--- src/rtl/index_pkg.sv ---
package index_pkg;
  localparam int DATA_W    = 32;
  localparam int FIELD_W   = 8;
  localparam int CNT_LSB   = 0;
  localparam int START_LSB = 8;
  localparam int STEP_LSB  = 16;
  localparam int CFG_W     = 4 * FIELD_W;
  localparam int NUM_ADDR  = 2;

  typedef enum logic [1:0] {
    SEL_NONE = 2'd0,
    SEL_A0   = 2'd1,
    SEL_A1   = 2'd2,
    SEL_LC   = 2'd3
  } rel_sel_e;
endpackage

--- src/rtl/addr_reg_bank.sv ---
module addr_reg_bank #(
  parameter int DATA_W  = 32,
  parameter int NUM_REG = 2
) (
  input  logic                        clk,
  input  logic                        rst,
  input  logic                        ld_stb,
  input  logic [NUM_REG-1:0]          ld_mask,
  input  logic [NUM_REG*DATA_W-1:0]   ld_data,
  output logic [NUM_REG*DATA_W-1:0]   regs_q
);
  genvar g;
  generate
    for (g = 0; g < NUM_REG; g++) begin : g_reg
      logic [DATA_W-1:0] r_q;
      logic              wr;
      assign wr = ld_stb && ld_mask[g];

      always_ff @(posedge clk) begin
        if (rst)     r_q <= '0;
        else if (wr) r_q <= ld_data[g*DATA_W +: DATA_W];
      end
      assign regs_q[g*DATA_W +: DATA_W] = r_q;

      p_hold_r2: assert property (@(posedge clk) disable iff (rst)
        !(ld_stb && ld_mask[g]) |=> $stable(regs_q[g*DATA_W +: DATA_W]))
        else $error("address register changed without enable");
      p_write_r3: assert property (@(posedge clk) disable iff (rst)
        (ld_stb && ld_mask[g]) |=> regs_q[g*DATA_W +: DATA_W] == $past(ld_data[g*DATA_W +: DATA_W]))
        else $error("address register did not take written value");
    end
  endgenerate
endmodule

--- src/rtl/loop_ctr_unit.sv ---
module loop_ctr_unit #(
  parameter int DATA_W    = 32,
  parameter int FIELD_W   = 8,
  parameter int CNT_LSB   = 0,
  parameter int START_LSB = 8,
  parameter int STEP_LSB  = 16,
  parameter int CFG_W     = 32
) (
  input  logic              clk,
  input  logic              rst,
  input  logic              start,
  input  logic [CFG_W-1:0]  cfg,
  input  logic              step,
  output logic [DATA_W-1:0] ctr_q,
  output logic              done_q
);
  localparam int CNT_W = FIELD_W + 1;

  logic [FIELD_W-1:0] inc_q;
  logic [CNT_W-1:0]   rem_q;
  logic               live;

  assign live = (rem_q != '0);

  always_ff @(posedge clk) begin
    if (rst) begin
      ctr_q  <= '0;
      inc_q  <= '0;
      rem_q  <= '0;
      done_q <= 1'b0;
    end else if (start) begin
      ctr_q  <= DATA_W'(cfg[START_LSB +: FIELD_W]);
      inc_q  <= cfg[STEP_LSB +: FIELD_W];
      rem_q  <= CNT_W'(cfg[CNT_LSB +: FIELD_W]) + CNT_W'(1);
      done_q <= 1'b0;
    end else if (step && live) begin
      ctr_q <= ctr_q + DATA_W'(inc_q);
      rem_q <= rem_q - CNT_W'(1);
      if (rem_q == CNT_W'(1)) done_q <= 1'b1;
    end
  end

  p_reset_r1: assert property (@(posedge clk)
    rst |=> (ctr_q == '0 && !done_q))
    else $error("reset did not clear loop state");
  p_start_r4: assert property (@(posedge clk) disable iff (rst)
    start |=> ctr_q == DATA_W'($past(cfg[START_LSB +: FIELD_W])))
    else $error("loop counter start value wrong");
  p_clear_r10: assert property (@(posedge clk) disable iff (rst)
    start |=> !done_q)
    else $error("done not cleared by loop start");
  p_idle_r7: assert property (@(posedge clk) disable iff (rst)
    (step && !start && !live) |=> ($stable(ctr_q) && $stable(done_q)))
    else $error("counter moved with no iterations left");
  p_stepsum_r6: assert property (@(posedge clk) disable iff (rst)
    (step && !start && live) |=> ctr_q == $past(ctr_q) + DATA_W'($past(inc_q)))
    else $error("counter step wrong");
  p_sticky_r5: assert property (@(posedge clk) disable iff (rst)
    (done_q && !start) |=> done_q)
    else $error("done dropped without loop start");
endmodule

--- src/rtl/rel_off_mux.sv ---
module rel_off_mux
  import index_pkg::*;
#(
  parameter int DATA_W = 32
) (
  input  logic [1:0]        sel,
  input  logic [DATA_W-1:0] a0,
  input  logic [DATA_W-1:0] a1,
  input  logic [DATA_W-1:0] lc,
  output logic [DATA_W-1:0] off
);
  always_comb begin
    unique case (rel_sel_e'(sel))
      SEL_A0:  off = a0;
      SEL_A1:  off = a1;
      SEL_LC:  off = lc;
      default: off = '0;
    endcase
  end
endmodule

--- src/rtl/index_reg_unit.sv ---
module index_reg_unit
  import index_pkg::*;
(
  input  logic              clk,
  input  logic              rst,
  input  logic              ld_stb,
  input  logic [1:0]        ld_mask,
  input  logic [31:0]       ld_x,
  input  logic [31:0]       ld_y,
  input  logic              loop_start,
  input  logic [31:0]       loop_cfg,
  input  logic              iter_end,
  input  logic [1:0]        rel_sel,
  output logic [31:0]       addr0,
  output logic [31:0]       addr1,
  output logic [31:0]       loop_ctr,
  output logic              loop_done,
  output logic [31:0]       rel_off
);
  logic [NUM_ADDR*DATA_W-1:0] bank_q;

  addr_reg_bank #(.DATA_W(DATA_W), .NUM_REG(NUM_ADDR)) u_bank (
    .clk(clk), .rst(rst), .ld_stb(ld_stb), .ld_mask(ld_mask),
    .ld_data({ld_y, ld_x}), .regs_q(bank_q)
  );

  assign addr0 = bank_q[0 +: DATA_W];
  assign addr1 = bank_q[DATA_W +: DATA_W];

  loop_ctr_unit #(
    .DATA_W(DATA_W), .FIELD_W(FIELD_W), .CNT_LSB(CNT_LSB),
    .START_LSB(START_LSB), .STEP_LSB(STEP_LSB), .CFG_W(CFG_W)
  ) u_loop (
    .clk(clk), .rst(rst), .start(loop_start), .cfg(loop_cfg),
    .step(iter_end), .ctr_q(loop_ctr), .done_q(loop_done)
  );

  rel_off_mux #(.DATA_W(DATA_W)) u_mux (
    .sel(rel_sel), .a0(addr0), .a1(addr1), .lc(loop_ctr), .off(rel_off)
  );

  p_prio_r8: assert property (@(posedge clk) disable iff (rst)
    (loop_start && iter_end) |=> loop_ctr == DATA_W'($past(loop_cfg[START_LSB +: FIELD_W])))
    else $error("step applied on loop start cycle");
  p_sel_r9: assert property (@(posedge clk) disable iff (rst)
    (rel_sel == 2'd0) |-> rel_off == '0)
    else $error("offset not zero for select 0");
endmodule

--- config.mk ---
export PLATFORM = sky130hd
export DESIGN_NAME = index_reg_unit
export DESIGN_NICKNAME = d
export VERILOG_FILES = /design/src/rtl/index_pkg.sv /design/src/rtl/addr_reg_bank.sv /design/src/rtl/loop_ctr_unit.sv /design/src/rtl/rel_off_mux.sv /design/src/rtl/index_reg_unit.sv
export SDC_FILE = /design/constraint.sdc
export NUM_CORES = 1
export LEC_CHECK = 0
export BUFFER_PORTS_ARGS = -buffer_cell sky130_fd_sc_hd__buf_4
export CELL_PAD_IN_SITES_DETAIL_PLACEMENT = 0
export CELL_PAD_IN_SITES_GLOBAL_PLACEMENT = 1
export CORE_MARGIN = 2
export CORE_UTILIZATION = 33
export DETAILED_ROUTE_END_ITERATION = 12
export PLACE_DENSITY_LB_ADDON = 0.1
export SYNTH_ARGS = -nofsm -noshare
export SYNTH_HDL_FRONTEND = slang
export SYNTH_SLANG_ARGS = --single-unit
export TNS_END_PERCENT = 20
--- constraint.sdc ---
create_clock -name clk -period 4.45 [get_ports clk]
set_clock_uncertainty 0.15 [all_clocks]
set_input_delay 0.89 -clock clk [delete_from_list [all_inputs] [get_ports clk]]
set_output_delay 0.89 -clock clk [all_outputs]
set_load 0.02 [all_outputs]
Yosys cells after proc, flatten, opt, wreduce, memory -nomap -nowiden
Index checks and enable logic that the tools add are counted.
{"block": "word_totals", "ff_bits": 114, "output_inout_bits": 129, "in_bits": 105}
{"block": "op_classes", "add_sub_neg": 3, "muxes": 5, "eq_ne": 4, "reduce_logical": 7}
{"op": "32-bit one-hot mux with 3 select lines", "count": 1}
{"op": "32-bit by 8-bit adder with 32-bit output", "count": 1}
{"op": "9-bit two-way mux", "count": 2}
{"op": "8-bit two-way mux", "count": 2}
{"op": "8-bit by 1-bit adder with 9-bit output, second input constant", "count": 1}
{"op": "9-bit by 1-bit equality test with 1-bit output, second input constant", "count": 1}
{"op": "9-bit nonzero test", "count": 1}
{"op": "9-bit by 1-bit subtractor with 9-bit output, second input constant", "count": 1}
{"op": "2-bit equality test, second input constant", "count": 2}
{"op": "1-bit logical AND", "count": 3}
{"op": "2-bit by 1-bit equality test with 1-bit output, second input constant", "count": 1}
{"op": "2-bit AND reduction", "count": 1}
{"op": "2-bit nonzero test", "count": 1}
{"op": "2-bit OR reduction", "count": 1}

Longest topological paths before layout
{"block": "logic_depth", "ltp_word": 4, "ltp_mapped": 8}

By module
Synthesis repeated with hierarchy kept, for this count alone.
{"block": "unflattened", "hier_cells": 694, "hier_area_um2": 6449.9}
{"module": "loop_ctr_unit", "n_inst": 1, "cells_each": 326, "area_per_inst_um2": 2795.2}
{"module": "addr_reg_bank", "n_inst": 1, "cells_each": 291, "area_per_inst_um2": 2755.1}
{"module": "rel_off_mux", "n_inst": 1, "cells_each": 77, "area_per_inst_um2": 899.6}

Worst setup path after synthesis
OpenSTA, ideal clock, no wires.
{"block": "synth_path", "kind": "input to output", "startpoint": "input port rel_sel[0]", "endpoint": "output port rel_off[0]", "cell_stages": 4, "arrival_ps": 2035, "setup_slack_ps": 1375, "path_cell_list": "clkbuf_1 -> clkbuf_1 -> mux2_2 -> a22o_1"}
{"block": "synth_via", "elab_chain_cells": 2, "word_cells_on_any_way": 4, "cone_classes": "3 x eq/ne; 1 x mux"}
{"item": "from (decl)", "line_no": "index_reg_unit.sv:13", "text": "input logic [1:0] rel_sel,"}
{"item": "2-bit equality test or 2-bit by 1-bit equality test with 1-bit output (tied branches)", "line_no": "rel_off_mux.sv:13", "text": "unique case (rel_sel_e'(sel))"}
{"item": "32-bit one-hot mux with 3 select lines (*)", "line_no": "rel_off_mux.sv:13"}
{"item": "to (decl)", "line_no": "index_reg_unit.sv:18", "text": "output logic [31:0] rel_off"}
Every way passes the cells marked *; elsewhere a longest branch is shown, timed or not.

Final worst setup path
{"block": "layout_path", "startpoint": "input port rel_sel[0]", "endpoint": "output port rel_off[11]"}
Same word-level chain as after synthesis.

==> flow_summary.json <==
{
  "finalNetCount": 1016,
  "cts_buffer_depth": 2,
  "grt_max_degree": 94,
  "cts_buffers": 17,
  "synth_nets": 814,
  "finalCriticalPeriod_ps": 3345,
  "reg2reg_slack_ps": 1770,
  "drc": 0,
  "cts_hold_buf": 0,
  "clock_power_share_pct": 44.5,
  "first_pass_iters": 5,
  "path_buf_inv": 3,
  "ys_seq_elements": 114,
  "gr-total-overflow": 0,
  "crit_path_end": "rel_off[11]",
  "busiest_layer": "met2",
  "rr_startpoint": "u_loop.rem_q[4]",
  "grt_pass1_wl_mm": 29.19,
  "final-seq-area_sq_um": 2282,
  "ctsResizeCount": 0,
  "cp_common_cell": "buf_4",
  "num_antenna_cells": 0,
  "routed_wl_mm": 18.88,
  "synth_area_leaders": "dfxtp_1 (40%), nand2_1 (10%), a21oi_1 (7.9%), mux2_2 (6.3%), a22o_1 (4.9%)",
  "fillers": 1752,
  "clock-root-buffer": "clkbuf_16",
  "syn_inst": 696,
  "ys_types": 56,
  "cp_slowest_stage_delay_ps": 410,
  "die_area_sq_um": 18510,
  "gp_routability_congestion": 0.7767,
  "power_density_nw_per_um2": 345.3,
  "startpoint": "rel_sel[0]",
  "num_vias": 5743,
  "placed_cell_area_sq_um": 7567,
  "vias_per_cell": 5.069,
  "synth_area_leader_cell": "dfxtp_1",
  "grt_pass1_vias": 5687,
  "drive_gt1_share_pct": 32.93,
  "cts_sinks": 114,
  "sw_frac_of_total_pct": 26.64,
  "routedWlPerCell_microns": 16.67,
  "leakage_uw": 0.003488,
  "crit_path_cell_trace": "buf_4 -> nor2b_2 -> buf_4 -> a22o_1 -> buf_4",
  "cp-end-kind": "primary output",
  "clkTransAtPathRegs_ps": 50,
  "combPwrFrac_pct": 15.9,
  "drtIter0Drc": 239,
  "synth-edff-count": 0,
  "hpwlAfterDp_mm": 13.39,
  "syn-mean-instance-area_sq_um": 8.269,
  "postCtsSetupBuffers": 0,
  "crit_cells": 5,
  "grt_antenna_before_repair": 0,
  "initial_core_util_pct": 33.51,
  "drtAntennaViolNets": 0,
  "crit_path_max_fanout": 33,
  "hp-class": "reg -> reg",
  "clk_latency_ps": 420,
  "intPower_uw": 2054,
  "ys_seq_area_share_pct": 39.65,
  "hold_viol": 0,
  "die_height_microns": 136.1,
  "arrival_ps": 2310,
  "syn_area_sq_um": 5756,
  "synth_commonest_cells": "nand2_1 (156), dfxtp_1 (114), a21oi_1 (91)",
  "crit_family": "buffers and inverters",
  "cts.htree.levels": 4,
  "final_cell_area_sq_um": 8107,
  "outcome": "completed",
  "slew_viol_final": 0,
  "start_kind": "input port",
  "ff2ff_path_depth": 5,
  "boundaryPins": 234,
  "die_w_microns": 136.1,
  "cts_tree": "yes",
  "pwr-share-seq_pct": 39.6,
  "synth_most_common_cell": "nand2_1",
  "critPathSlowestCell": "buf_4",
  "r2r-end": "u_loop.ctr_q[10]",
  "use_met3_pct": 5.667,
  "row_count": 48,
  "met2_usage_pct": 34.48,
  "fin_crit_sh_pct": 75.17,
  "core_sq_um": 17180,
  "timing.setup.tns_ps": 0,
  "required_ps": 3410,
  "yosysWarnings": 0,
  "numPortBuffers": 225,
  "yosysTopAreaCellShare_pct": 39.65,
  "synthFlopType": "dfxtp_1",
  "syn_to_final_growth_pct": 40.85,
  "worst_slew_pin_slew_ps": 1050,
  "max_slew_margin_pct": 30.00,
  "vdd_drop_max_mv": 0.2676,
  "finalSetupViolCount": 0,
  "p_sw_uw": 745.5,
  "grtUsageTotal_pct": 20.22,
  "maxCapViolations": 0,
  "async_reset_ff_share_pct": 0,
  "path_class": "in -> out",
  "max_freq_mhz": 298.9,
  "use_met1_pct": 24.55,
  "multiInputGateArea_sq_um": 3224,
  "rsz0062_at_grt": "false"
}
stage by stage:
stage	utilization, %	power, uW	cells	hold slack (ps)	worst slack, ps
2_1_floorplan	-	1387	696	314.7	1375
3_3_place_gp	44.06	1570	1104	306.3	1129
3_5_place_dp	44.06	1578	1104	314.1	1079
4_1_cts	47.20	2834	1133	321.9	1083
5_1_grt	47.20	2922	1133	341.0	1007
6_report	47.20	2799	1133	320.5	1105
cell families after synthesis:
kind of cell,Yosys count,share of synthesized area [%]
AND/OR/NAND/NOR,249,19.11
flip-flops,114,39.65
buffers and inverters,61,4.370
XOR/XNOR,19,2.891
AO/OA/AOI/OAI,196,22.67
adder cells (fa/ha/maj),13,2.956
multiplexers,44,8.348
per-layer routing:
layer  part of all wire [%]  up-vias
met2                     50      146
met3                    6.3       20
met4                    1.4        0
li1                       -     2873
met1                     42     2704
met5                      0        -
final cells by class:
type	instances	area share, %
well taps	225	3.473
clock buffers	24	6.313
clock inverters	5	0.3396
multi-input cells	521	39.77
flip-flops and latches	114	28.15
inverters	14	0.6482
repair buffers	230	21.30
registers in the layout (all words and copies together) (netlist names):
name,cells
u_loop.inc_q,8
u_loop.rem_q,9
u_loop.ctr_q,32
u_loop.done_q,1
u_bank.g.r_q,64
tightest hold or removal path: stages, from the launching register on:
cell	delay [ps]
dfxtp_1	320
nand2_1	50
a21oi_1	50
power by group through the flow:
stage	Sequential [uW]	Combinational, uW	Clock (uW)
after floorplan	1160	230	0
after global placement	1130	444	0
after detailed placement	1130	450	0
after CTS	1110	451	1280
after global routing	1110	485	1320
final	1110	446	1250
worst min-delay path by stage:
stage | to | cells after the start | start | slack, ps
after global routing | u_bank.g_reg[0].r_q[24] | 2 | u_bank.g_reg[0].r_q[24] | 340
after CTS | u_bank.g_reg[1].r_q[23] | 2 | u_bank.g_reg[1].r_q[23] | 320
after global placement | u_bank.g_reg[1].r_q[22] | 2 | u_bank.g_reg[1].r_q[22] | 310
final | u_bank.g_reg[1].r_q[23] | 2 | u_bank.g_reg[1].r_q[23] | 320
after floorplan | u_loop.inc_q[0] | 2 | u_loop.inc_q[0] | 310
after detailed placement | u_bank.g_reg[1].r_q[23] | 2 | u_bank.g_reg[1].r_q[23] | 310
placed cells by master, fill, tap and decap left out, types with 3 or more instances in the layout:
cell type | netlist | final
mux2_2 | 32 | 32
nand2_1 | 156 | 156
o211ai_1 | 4 | 4
nand3_1 | 9 | 9
a211oi_1 | 11 | 11
xor2_1 | 5 | 5
inv_1 | 14 | 14
a22o_1 | 32 | 32
or3_1 | 11 | 11
o21ai_0 | 18 | 18
mux2i_1 | 12 | 12
xnor2_1 | 14 | 14
o21a_1 | 5 | 5
clkbuf_8 | 0 | 6
and3_1 | 4 | 4
clkinv_2 | 0 | 4
o31ai_1 | 3 | 3
nor2_1 | 28 | 28
or4_1 | 3 | 3
buf_4 | 2 | 230
nand4_1 | 9 | 9
a2111oi_0 | 4 | 4
a21o_1 | 4 | 4
clkbuf_16 | 0 | 17
dfxtp_1 | 114 | 114
a21oi_1 | 91 | 91
ha_1 | 12 | 12
and2_1 | 5 | 5
nor3_1 | 8 | 8
Note: power is estimated with default switching activity, not from simulation.
